[src/rtl/tff_pkg.sv]
package tff_pkg;

  localparam int BUS_W      = 32;
  localparam int DWIN_BYTES = 8;
  localparam int CWIN_BYTES = 4;
  localparam int CTRL_OFF   = 2;
  localparam int OFF_W      = $clog2(DWIN_BYTES);
  localparam int TF_IDX_W   = OFF_W + 1;
  localparam int CTRL_IDX   = DWIN_BYTES;

  typedef enum logic [1:0] {
    SZ_B1  = 2'd0,
    SZ_B2  = 2'd1,
    SZ_B4  = 2'd2,
    SZ_RSV = 2'd3
  } acc_size_e;

  typedef enum logic [1:0] {
    RT_DROP = 2'd0,
    RT_REG  = 2'd1,
    RT_PORT = 2'd2
  } route_e;

  typedef struct packed {
    logic                valid;
    logic                write;
    route_e              route;
    logic [TF_IDX_W-1:0] idx;
    acc_size_e           size;
    logic [BUS_W-1:0]    wdata;
  } acc_t;

endpackage

[src/rtl/tff_decode.sv]
module tff_decode
  import tff_pkg::*;
(
  input  logic                win,
  input  logic [OFF_W-1:0]    off,
  input  acc_size_e           size,
  output route_e              route,
  output logic [TF_IDX_W-1:0] idx
);

  localparam logic [OFF_W-1:0]    CTRL_OFF_V = OFF_W'(CTRL_OFF);
  localparam logic [TF_IDX_W-1:0] CTRL_IDX_V = TF_IDX_W'(CTRL_IDX);

  logic is_wide;

  always_comb begin
    is_wide = (size == SZ_B2) || (size == SZ_B4);
    route   = RT_DROP;
    idx     = '0;
    if (!win) begin
      if (size == SZ_B1) begin
        route = RT_REG;
        idx   = TF_IDX_W'(off);
      end else if (is_wide && (off == '0)) begin
        route = RT_PORT;
      end
    end else if ((size == SZ_B1) && (off == CTRL_OFF_V)) begin
      route = RT_REG;
      idx   = CTRL_IDX_V;
    end
  end

endmodule

[src/rtl/tff_stage.sv]
module tff_stage
  import tff_pkg::*;
#(
  parameter int CHW = 1
) (
  input  logic                clk,
  input  logic                rst_n,
  input  logic                req_valid,
  input  logic                req_write,
  input  logic [CHW-1:0]      req_chan,
  input  acc_size_e           req_size,
  input  logic [BUS_W-1:0]    req_wdata,
  input  route_e              dec_route,
  input  logic [TF_IDX_W-1:0] dec_idx,
  output acc_t                cur,
  output logic [CHW-1:0]      cur_chan
);

  acc_t           nxt;
  logic [CHW-1:0] nxt_chan;
  logic           en;

  always_comb begin
    nxt      = cur;
    nxt_chan = cur_chan;
    en       = req_valid | cur.valid;
    if (req_valid) begin
      nxt.valid = 1'b1;
      nxt.write = req_write;
      nxt.route = dec_route;
      nxt.idx   = dec_idx;
      nxt.size  = req_size;
      nxt.wdata = req_wdata;
      nxt_chan  = req_chan;
    end else begin
      nxt.valid = 1'b0;
    end
  end

  always_ff @(posedge clk or negedge rst_n) begin
    if (!rst_n) begin
      cur      <= '0;
      cur_chan <= '0;
    end else if (en) begin
      cur      <= nxt;
      cur_chan <= nxt_chan;
    end
  end

endmodule

[src/rtl/tff_fanout.sv]
module tff_fanout
  import tff_pkg::*;
#(
  parameter int NUM_CH = 2,
  parameter int CHW    = 1
) (
  input  acc_t              cur,
  input  logic [CHW-1:0]    cur_chan,
  output logic [NUM_CH-1:0] tf_rd_stb,
  output logic [NUM_CH-1:0] tf_wr_stb,
  output logic [NUM_CH-1:0] dp_rd_stb,
  output logic [NUM_CH-1:0] dp_wr_stb
);

  logic go_reg, go_port;

  always_comb begin
    go_reg  = cur.valid && (cur.route == RT_REG);
    go_port = cur.valid && (cur.route == RT_PORT);
  end

  for (genvar c = 0; c < NUM_CH; c++) begin : g_ch
    logic hit;
    always_comb begin
      hit          = (cur_chan == CHW'(c));
      tf_rd_stb[c] = go_reg  && hit && !cur.write;
      tf_wr_stb[c] = go_reg  && hit &&  cur.write;
      dp_rd_stb[c] = go_port && hit && !cur.write;
      dp_wr_stb[c] = go_port && hit &&  cur.write;
    end
  end

endmodule

[src/rtl/tff_resp.sv]
module tff_resp
  import tff_pkg::*;
#(
  parameter int NUM_CH = 2,
  parameter int CHW    = 1
) (
  input  acc_t                    cur,
  input  logic [CHW-1:0]          cur_chan,
  input  logic [NUM_CH*8-1:0]     tf_rdata,
  input  logic [NUM_CH*BUS_W-1:0] dp_rdata,
  output logic                    rsp_valid,
  output logic [BUS_W-1:0]        rsp_rdata
);

  function automatic logic [BUS_W-1:0] ones_for(acc_size_e s);
    case (s)
      SZ_B1:   ones_for = BUS_W'(8'hFF);
      SZ_B2:   ones_for = BUS_W'(16'hFFFF);
      default: ones_for = '1;
    endcase
  endfunction

  logic [7:0]       reg_byte;
  logic [BUS_W-1:0] port_word;

  always_comb begin
    reg_byte  = tf_rdata[int'(cur_chan)*8 +: 8];
    port_word = dp_rdata[int'(cur_chan)*BUS_W +: BUS_W];
    rsp_valid = cur.valid && !cur.write;
    case (cur.route)
      RT_REG:  rsp_rdata = BUS_W'(reg_byte);
      RT_PORT: rsp_rdata = (cur.size == SZ_B4) ? port_word : BUS_W'(port_word[15:0]);
      default: rsp_rdata = ones_for(cur.size);
    endcase
  end

endmodule

[src/rtl/tff_filter.sv]
module tff_filter
  import tff_pkg::*;
#(
  parameter int NUM_CH = 2,
  localparam int CHW   = (NUM_CH > 1) ? $clog2(NUM_CH) : 1
) (
  input  logic                    clk,
  input  logic                    rst_n,
  input  logic                    req_valid,
  input  logic                    req_write,
  input  logic                    req_win,
  input  logic [CHW-1:0]          req_chan,
  input  logic [OFF_W-1:0]        req_off,
  input  logic [1:0]              req_size,
  input  logic [BUS_W-1:0]        req_wdata,
  output logic                    rsp_valid,
  output logic [BUS_W-1:0]        rsp_rdata,
  output logic [NUM_CH-1:0]       tf_rd_stb,
  output logic [NUM_CH-1:0]       tf_wr_stb,
  output logic [TF_IDX_W-1:0]     tf_idx,
  output logic [7:0]              tf_wdata,
  input  logic [NUM_CH*8-1:0]     tf_rdata,
  output logic [NUM_CH-1:0]       dp_rd_stb,
  output logic [NUM_CH-1:0]       dp_wr_stb,
  output logic                    dp_wide,
  output logic [BUS_W-1:0]        dp_wdata,
  input  logic [NUM_CH*BUS_W-1:0] dp_rdata
);

  acc_size_e           size_in;
  route_e              dec_route;
  logic [TF_IDX_W-1:0] dec_idx;
  acc_t                cur;
  logic [CHW-1:0]      cur_chan;

  assign size_in = acc_size_e'(req_size);

  tff_decode u_decode (
    .win   (req_win),
    .off   (req_off),
    .size  (size_in),
    .route (dec_route),
    .idx   (dec_idx)
  );

  tff_stage #(.CHW(CHW)) u_stage (
    .clk       (clk),
    .rst_n     (rst_n),
    .req_valid (req_valid),
    .req_write (req_write),
    .req_chan  (req_chan),
    .req_size  (size_in),
    .req_wdata (req_wdata),
    .dec_route (dec_route),
    .dec_idx   (dec_idx),
    .cur       (cur),
    .cur_chan  (cur_chan)
  );

  tff_fanout #(.NUM_CH(NUM_CH), .CHW(CHW)) u_fanout (
    .cur       (cur),
    .cur_chan  (cur_chan),
    .tf_rd_stb (tf_rd_stb),
    .tf_wr_stb (tf_wr_stb),
    .dp_rd_stb (dp_rd_stb),
    .dp_wr_stb (dp_wr_stb)
  );

  tff_resp #(.NUM_CH(NUM_CH), .CHW(CHW)) u_resp (
    .cur       (cur),
    .cur_chan  (cur_chan),
    .tf_rdata  (tf_rdata),
    .dp_rdata  (dp_rdata),
    .rsp_valid (rsp_valid),
    .rsp_rdata (rsp_rdata)
  );

  always_comb begin
    tf_idx   = cur.idx;
    tf_wdata = cur.wdata[7:0];
    dp_wide  = (cur.route == RT_PORT) && (cur.size == SZ_B4);
    dp_wdata = dp_wide ? cur.wdata : BUS_W'(cur.wdata[15:0]);
  end

  logic any_stb;
  assign any_stb = |{tf_rd_stb, tf_wr_stb, dp_rd_stb, dp_wr_stb};


  strobe_onehot_chk: assert property (@(posedge clk) disable iff (!rst_n)
    $onehot0({tf_rd_stb, tf_wr_stb, dp_rd_stb, dp_wr_stb}));


  strobe_single_chk: assert property (@(posedge clk) disable iff (!rst_n)
    any_stb |-> $past(req_valid));


  ctrl_drop_chk: assert property (@(posedge clk) disable iff (!rst_n)
    (req_valid && req_win && !((req_off == OFF_W'(CTRL_OFF)) && (req_size == 2'd0)))
      |=> !any_stb);


  wide_drop_chk: assert property (@(posedge clk) disable iff (!rst_n)
    (req_valid && !req_win && (req_size != 2'd0) && (req_off != '0)) |=> !any_stb);


  port_offset_chk: assert property (@(posedge clk) disable iff (!rst_n)
    (|{dp_rd_stb, dp_wr_stb}) |-> ($past(req_off) == '0 && !$past(req_win)));


  rsp_read_chk: assert property (@(posedge clk) disable iff (!rst_n)
    rsp_valid |-> $past(req_valid && !req_write));

endmodule

[config.mk]
export PLATFORM = sky130hd
export DESIGN_NAME = tff_filter
export DESIGN_NICKNAME = d
export VERILOG_FILES = /design/src/rtl/tff_pkg.sv /design/src/rtl/tff_decode.sv /design/src/rtl/tff_stage.sv /design/src/rtl/tff_fanout.sv /design/src/rtl/tff_resp.sv /design/src/rtl/tff_filter.sv
export SDC_FILE = /design/constraint.sdc
export NUM_CORES = 1
export LEC_CHECK = 0
export BUFFER_PORTS_ARGS = -buffer_cell sky130_fd_sc_hd__buf_2
export CORE_MARGIN = 2
export CORE_UTILIZATION = 45
export CTS_BUF_LIST = sky130_fd_sc_hd__clkbuf_16
export CTS_CLUSTER_SIZE = 40
export DETAILED_ROUTE_END_ITERATION = 7
export PLACE_DENSITY = 0.91
export SETUP_SLACK_MARGIN = 0.05
export SLEW_MARGIN = 20
export SYNTH_ARGS = -nofsm -noshare
export SYNTH_HDL_FRONTEND = slang
export SYNTH_HIERARCHICAL = 1
export SYNTH_SLANG_ARGS = --single-unit
[constraint.sdc]
create_clock -name clk -period 2.4 [get_ports clk]
set_clock_uncertainty 0.05 [all_clocks]
set_input_delay 0.12 -clock clk [delete_from_list [all_inputs] [get_ports clk]]
set_output_delay 0.12 -clock clk [all_outputs]
set_load 0.05 [all_outputs]
==> results.ini, run 1 <==
[floorplanning]
dieWidth_um = 84.9
core_um2 = 6350
std_cell_rows = 29
io_pins = 209
die_area_um2 = 7200
start_util = 0.463
die_height_um = 84.9

[place]
detailed_place_hpwl_mm = 6.39
gp_congestion = 0.992
numPortBuffers = 208
place_inst = 501

[critical_path]
critPathKind = reg2out
cp-start-kind = flip-flop
startpoint = u_stage/cur[38]$_DFFE_PN0P_
cp_slowest_cell = dfrtp_1
endpoint = rsp_rdata[13]
crit_family = buffers and inverters
max_stage_delay_ns = 0.45
r2r_slack_ns = 1.29
worst_ep_arrival_time_ns = 2.06
path_cells = inv_1 -> ha_1 -> buf_4 -> nand2b_2 -> o21ai_1 -> buf_2
worstPathRequired_ns = 2.23
reg2reg_from = u_stage/cur_chan$_DFFE_PN0P_
reg2reg_to = u_stage/cur_chan$_DFFE_PN0P_
cp_max_fo = 11
reg2reg_depth = 1
critPathCaptureType = output port
path_depth = 6
cp_num_buf_inv = 3

[drt]
wl_per_cell_um = 15.9
drc = 0
drtIter0Drc = 98
vias = 2596
antenna_left = 0
routed_wl_mm = 8.12
via_per_inst = 5.09
firstDrtPassIters = 4

[finish]
seq_area_um2 = 1080
drive_above_1_share = 0.688
syn_to_final_growth_pct = 40.7
nNetsFinal = 559
num-fill-cells = 506
final_cells = 510
multi_input_area_um2 = 1650
final_util = 0.652
diodes = 0

[global_route]
grt_pass1_wl_mm = 12.2
antenna_found_initial = 0
grt_max_degree = 30
grt_pass1_vias = 2532
grt-ovfl-total = 0
gr-usage-all-layers = 0.211

[synthesis]
yosysUniqueCellTypes = 28
async_flop_share = 1.00
synthTopCellsByArea = dfrtp_1 37%, mux2_4 23%, mux2i_1 8.2%, o21ai_0 4.3%, and2_2 4.1%
synth_ff_type = dfrtp_1
synth_most_common_cell = mux2_4
synthTopCellsByCount = 46 x mux2_4, 43 x dfrtp_1, 25 x o21ai_0
postSynthAreaPerCell_um2 = 12.6
synth_edf_count = 0
yosysTopAreaCell = dfrtp_1
synth_warnings = 6
synth_nets = 361
synthCells = 234
synth_seq_area_share = 0.366
synthDominantCellAreaShare = 0.366
ys_seq_elements = 43
syn-cell-area_um2 = 2940

[power]
p_per_area_nw_per_um2 = 653
total_leakage_power_nw = 2.30
ir_drop_mv = 0.623

[sta]
slew_viol_final = 0
period_needed_ns = 2.23
setup_viol = 0
maxSlewHeadroom = 0.735
tightestPinTransition_ns = 0.398
rsz0062_at_grt = true
max_freq_mhz = 449
setup_tns_ns = 0
hold_viol = 0
whs_ns = 0.0200
fin_crit_sh = 0.928

[clock_network]
cts_buffers = 5
cts.htree.levels = 2
cts_tree = yes
clk_path_buf_depth = 2
clk_pin_slew_worst_paths_ns = 0.06
cts_sinks = 43
post_cts_buffers = 0
cts_root_buf = clkbuf_16
clk_latency_ns = 0.27

[job]
max_cap_violations = 0

[status]
status = completed

[min_path]
hold_class = in2reg

## flip-flops by register name (all words and copies together), names as in the netlist
| name | cells |
|---|---|
| u_stage/cur_chan | 1 |
| u_stage/cur | 42 |
## cells in the final DEF, fill, tap and decap left out, types with 2 or more instances in the layout
cell	Yosys	routed
a221o_1	8	8
and2_1	3	3
and2_2	16	16
buf_2	0	202
buf_4	9	6
bufinv_16	0	2
clkbuf_16	0	5
clkbuf_4	0	6
dfrtp_1	43	42
ha_1	4	4
inv_1	4	5
mux2_1	4	4
mux2_2	8	8
mux2_4	46	46
mux2i_1	24	24
nand3b_1	2	2
nor2_1	10	10
o21ai_0	25	16
o21ai_1	0	8
or3b_1	2	2
## through the flow
step	instance area, um2	power [mW]	worst slack, ns
floorplan	2940	1.61	-0.147
global placement	3900	1.84	0.396
detailed placement	3900	1.86	0.203
CTS	4100	2.72	0.0521
global route	4140	2.81	0.0199
finish	4140	2.71	0.173
## worst min-delay path by stage
stage,startpoint,endpoint,cells after the start
detailed placement,rst_n,u_stage/cur[16]$_DFFE_PN0P_,1
floorplan,rst_n,u_stage/cur[0]$_DFFE_PN0P_,0
global placement,rst_n,u_stage/cur[14]$_DFFE_PN0P_,1
global route,req_wdata[20],u_stage/cur[20]$_DFFE_PN0P_,2
finish,req_wdata[11],u_stage/cur[11]$_DFFE_PN0P_,2
CTS,req_wdata[11],u_stage/cur[11]$_DFFE_PN0P_,2
## cell families (layout without fill, tap and decap cells)
| kind of cell | after synthesis | after routing | synth area share |
|---|---|---|---|
| AND/OR/NAND/NOR | 43 | 43 | 0.100 |
| multiplexers | 82 | 82 | 0.362 |
| AO/OA/AOI/OAI | 34 | 34 | 0.0727 |
| flip-flops | 43 | 43 | 0.366 |
| adder cells (fa/ha/maj) | 4 | 4 | 0.0170 |
| buffers and inverters | 28 | 227 | 0.0821 |
## final cells by class
cell class	instances	share of cell area
clock inverters	3	0.0154
well taps	77	0.0233
flip-flops and latches	43	0.261
repair buffers	215	0.268
clock buffers	5	0.0302
inverters	4	0.00363
multi-input cells	163	0.398
## per-layer routing
metal / track usage / wire, um / up-vias
met1: 0.232 / 2840 / 1210
met3: 0.0496 / 765 / 14
li1: - / - / 1224
met2: 0.392 / 4370 / 148
met5: 0 / 0 / -
met4: 0.0779 / 150 / 0
## power by group
group / internal (mW) / switching (mW)
registers: 0.792 / 0.0623
logic: 0.361 / 0.648
clock network: 0.592 / 0.251
## repair_timing
action                                  CTS  global route
gates cloned                              0             0
hold endpoints to repair                 14             0
gates resized for setup                   1            12
hold buffers                              1             0
endpoints found under the setup margin   16            24
pin swaps                                 0             0
No activity file was read; power rests on OpenSTA's default activity.
==> run 2, diff against run 1 <==
CORE_UTILIZATION = 38   (was 45)
PLACE_DENSITY = 0.82   (was 0.91)
clock period = 2 ns   (was 2.4 ns; I/O delays follow)
==> results.ini, run 2 (synthesis results as in run 1) <==
[sta]
max_freq_mhz = 523
tightestPinTransition_ns = 0.938
period_needed_ns = 1.91
setup_viol = 0
slew_viol_final = 0
fin_crit_sh = 0.957
setup_tns_ns = 0
rsz0062_at_grt = true
hold_viol = 0
whs_ns = 0.00545
maxSlewHeadroom = 0.375

[min_path]
hold_class = in2reg

[critical_path]
worst_ep_arrival_time_ns = 1.76
critPathKind = reg2out
worstPathRequired_ns = 1.85
critPathCaptureType = output port
cp_max_fo = 11
cp-start-kind = flip-flop

[clock_network]
clk_latency_ns = 0.28
cts_sinks = 43
cts.htree.levels = 2
cts_tree = yes
clk_pin_slew_worst_paths_ns = 0.06
cts_root_buf = clkbuf_16
clk_path_buf_depth = 2
cts_buffers = 5

[finish]
final_cell_mix = 182 x buf_2, 46 x mux2_4, 42 x dfrtp_1
drive_above_1_share = 0.704
final_util = 0.636
reg_top3 = u_stage/cur x42, u_stage/cur_chan x1
largest_reg_flops = 42
nNetsFinal = 589
final_common_cell = buf_2
largest-register = u_stage/cur
diodes = 0
num-fill-cells = 582
syn_to_final_growth_pct = 64.4

[place]
numPortBuffers = 208
gp_congestion = 0.730
detailed_place_hpwl_mm = 6.14

[global_route]
grt_pass1_wl_mm = 13.5
grt_max_degree = 44
grt_pass1_vias = 2815
grt-ovfl-total = 0
antenna_found_initial = 0
gr-usage-all-layers = 0.200

[drt]
drtIter0Drc = 49
wl_per_cell_um = 15.5
vias = 2694
antenna_left = 0
routed_wl_mm = 8.73
drc = 0
firstDrtPassIters = 4
via_per_inst = 4.77

[floorplanning]
core_um2 = 7610
io_pins = 209
start_util = 0.387
dieWidth_um = 92
die_height_um = 92
die_area_um2 = 8460
std_cell_rows = 32

[job]
max_cap_violations = 0

[power]
total_leakage_power_nw = 2.53
p_per_area_nw_per_um2 = 673
ir_drop_mv = 0.617
power.total_mw = 3.26

[status]
status = completed

run 2: metal layers:
layer / track usage / vias to the layer above / wire, um
li1: - / 1289 / -
met1: 0.234 / 1266 / 3370
met2: 0.358 / 130 / 4490
met3: 0.0460 / 9 / 719
met4: 0.0659 / 0 / 155
met5: 0 / - / 0
run 2: final cells by class:
cell class / count / area [um2] / area share
Multi-Input combinational cell: 163 / 1830 / 0.379
Timing Repair Buffer: 245 / 1640 / 0.339
Sequential cell: 43 / 1080 / 0.223
Tap cell: 102 / 128 / 0.0264
Clock buffer: 5 / 125 / 0.0259
Clock inverter: 3 / 16.3 / 0.00336
Inverter: 4 / 15.0 / 0.00310
run 2: worst paths after layout:
check                                             start                      endpoint  slack (ns)  cells after the start
max                        u_stage/cur_chan$_DFFE_PN0P_                  rsp_rdata[0]        0.09                      4
min                                        req_wdata[3]    u_stage/cur[3]$_DFFE_PN0P_       0.005                      2
max reg2reg                u_stage/cur_chan$_DFFE_PN0P_  u_stage/cur_chan$_DFFE_PN0P_        0.90                      2
min reg2reg                 u_stage/cur[28]$_DFFE_PN0P_   u_stage/cur[28]$_DFFE_PN0P_        0.45                      1
max in group asynchronous                         rst_n  u_stage/cur_chan$_DFFE_PN0P_        0.74                      2
min in group asynchronous                         rst_n   u_stage/cur[15]$_DFFE_PN0P_        0.46                      2
run 2: metrics by stage:
| step | setup WS [ns] | instance area [um2] | cells |
|---|---|---|---|
| 2_1_floorplan | -0.111 | 3060 | 234 |
| 3_3_place_gp | 0.177 | 4170 | 528 |
| 3_5_place_dp | 0.177 | 4170 | 528 |
| 4_1_cts | 0.0538 | 4770 | 563 |
| 5_1_grt | 0.0329 | 4840 | 565 |
| 6_report | 0.0868 | 4840 | 565 |
run 2: what timing repair did:
| item | 4_1_cts | 5_1_grt |
|---|---|---|
| gates cloned | 1 | 0 |
| setup buffers | 3 | 0 |
| endpoints found under the setup margin | 32 | 32 |
| hold buffers | 23 | 2 |
| resized for setup | 46 | 21 |
| hold endpoints to repair | 65 | 2 |
| pin swaps | 3 | 1 |
run 2: power by group:
| group | leakage [nW] | switching, mW | internal (mW) |
|---|---|---|---|
| clock | 0.0710 | 0.323 | 0.455 |
| combinational | 1.94 | 0.867 | 0.606 |
| sequential | 0.514 | 0.0561 | 0.950 |
run 2: critical path, cell delays in order (launching register included):
cell and delay [ns]:
dfrtp_4 0.50, buf_12 0.16, mux2_4 0.29, a221o_1 0.35
buf_4 0.19
==> run 3, diff against run 2 <==
CORE_UTILIZATION = 42   (was 38)
MAX_ROUTING_LAYER = met4   (was not set)
PLACE_DENSITY = 0.86   (was 0.82)
clock period = 2.2 ns   (was 2 ns; I/O delays follow)
==> results.ini, run 3 (synthesis results as in run 1) <==
[global_route]
grt_pass1_vias = 2515
busiest_layer = met2
gr-usage-all-layers = 0.204
antenna_found_initial = 0
use_met1 = 0.203
grt-ovfl-total = 0
grt_max_degree = 44
grt_pass1_wl_mm = 11.7
met2_usage = 0.386
met3_usage = 0.0396

[clock_network]
cts_tree = yes
cts_root_buf = clkbuf_16
cts.htree.levels = 2
clk_pin_slew_worst_paths_ns = 0.06
post_cts_buffers = 0
cts_buffers = 5
clk_path_buf_depth = 2
clk_latency_ns = 0.28
cts_sinks = 43

[finish]
final_cell_mix = 199 x buf_2, 46 x mux2_4, 42 x dfrtp_1
reg_top3 = u_stage/cur x42, u_stage/cur_chan x1
num-fill-cells = 554
largest_reg_flops = 42
final_util = 0.625
seq_area_um2 = 1080
nNetsFinal = 564
multi_input_area_um2 = 1670
syn_to_final_growth_pct = 44.4
diodes = 0
largest-register = u_stage/cur
final_common_cell = buf_2
drive_above_1_share = 0.701
final_cells = 534
finish.instance_area_um2 = 4250

[drt]
antenna_left = 0
via_per_inst = 4.90
drtIter0Drc = 33
vias = 2619
firstDrtPassIters = 4
routed_wl_mm = 8.21
drc = 0
wl_per_cell_um = 15.4

[critical_path]
reg2reg_depth = 1
critPathCaptureType = output port
r2r_slack_ns = 1.12
worst_ep_arrival_time_ns = 1.91
startpoint = u_stage/cur_chan$_DFFE_PN0P_
endpoint = rsp_rdata[4]
reg2reg_from = u_stage/cur_chan$_DFFE_PN0P_
cp_max_fo = 20
worstPathRequired_ns = 2.04
cp-start-kind = flip-flop
critPathKind = reg2out
reg2reg_to = u_stage/cur_chan$_DFFE_PN0P_

[floorplanning]
die_height_um = 87.7
die_area_um2 = 7690
dieWidth_um = 87.7
std_cell_rows = 30
core_um2 = 6790
io_pins = 209
start_util = 0.433

[place]
place_inst = 522
gp_congestion = 0.738
detailed_place_hpwl_mm = 6.50
placed_area_um2 = 4050
numPortBuffers = 208

[sta]
rsz0062_at_grt = false
tightestPinTransition_ns = 0.928
setup_viol = 0
max_freq_mhz = 484
period_needed_ns = 2.07
fin_crit_sh = 0.940
hold_viol = 0
setup_tns_ns = 0
slew_viol_final = 0
maxSlewHeadroom = 0.381

[power]
p_per_area_nw_per_um2 = 654
ir_drop_mv = 0.471
total_leakage_power_nw = 2.33

[status]
status = completed

[min_path]
hold_class = in2reg

[job]
max_cap_violations = 0

run 3: cell count changes in the layout (fill, tap and decap cells not counted), sizes merged:
cell	previous run	this run
buf	218	213
clkbuf	7	8
dlygate4sd3	25	4
run 3: worst min path at each step:
stage / start / to / slack [ns] / depth (start not counted)
2_1_floorplan: rst_n / u_stage/cur[0]$_DFFE_PN0P_ / -0.24 / 0
5_1_grt: req_wdata[9] / u_stage/cur[9]$_DFFE_PN0P_ / 0.006 / 2
3_5_place_dp: rst_n / u_stage/cur[15]$_DFFE_PN0P_ / 0.26 / 1
3_3_place_gp: rst_n / u_stage/cur[14]$_DFFE_PN0P_ / 0.24 / 1
6_report: req_wdata[16] / u_stage/cur[16]$_DFFE_PN0P_ / 0.008 / 2
4_1_cts: req_wdata[16] / u_stage/cur[16]$_DFFE_PN0P_ / 0.003 / 2
run 3: repair_timing:
action,CTS,global route
setup endpoints to repair,1,8
hold buffers,1,3
pin swaps,0,0
endpoints found under the hold margin,43,3
gates resized for setup,1,8
run 3: critical path, stage by stage (launching register included):
cell and delay [ns]:
dfrtp_2 0.66, mux2_2 0.40, a221o_1 0.35, buf_2 0.21
run 3: per-layer routing:
| metal | vias up | part of all wire | routed length, um |
|---|---|---|---|
| met5 | - | 0 | 0 |
| met4 | 0 | 0.023 | 186 |
| met3 | 16 | 0.074 | 607 |
| met2 | 133 | 0.53 | 4370 |
| met1 | 1228 | 0.37 | 3050 |
| li1 | 1242 | - | - |
run 3: cell type report:
type | instances | area share
timing repair buffer | 220 | 0.289
sequential | 43 | 0.254
inverter | 4 | 0.00353
multi-input combinational | 163 | 0.392
clock buffer | 5 | 0.0294
clock inverter | 3 | 0.00383
tap | 96 | 0.0283
run 3: report_power, final:
part	switching [mW]	leakage (nW)	internal [mW]
logic	0.722	1.74	0.437
registers	0.0610	0.514	0.863
clock network	0.283	0.0710	0.414
run 3: per-stage QoR:
| step | setup WS (ns) | hold WS [ns] | total power [mW] |
|---|---|---|---|
| floorplan | -0.273 | -0.236 | 1.77 |
| global placement | 0.415 | 0.237 | 2.06 |
| detailed placement | 0.341 | 0.255 | 2.08 |
| CTS | 0.0701 | 0.00347 | 2.79 |
| global route | 0.0186 | 0.00574 | 2.90 |
| finish | 0.133 | 0.00834 | 2.78 |
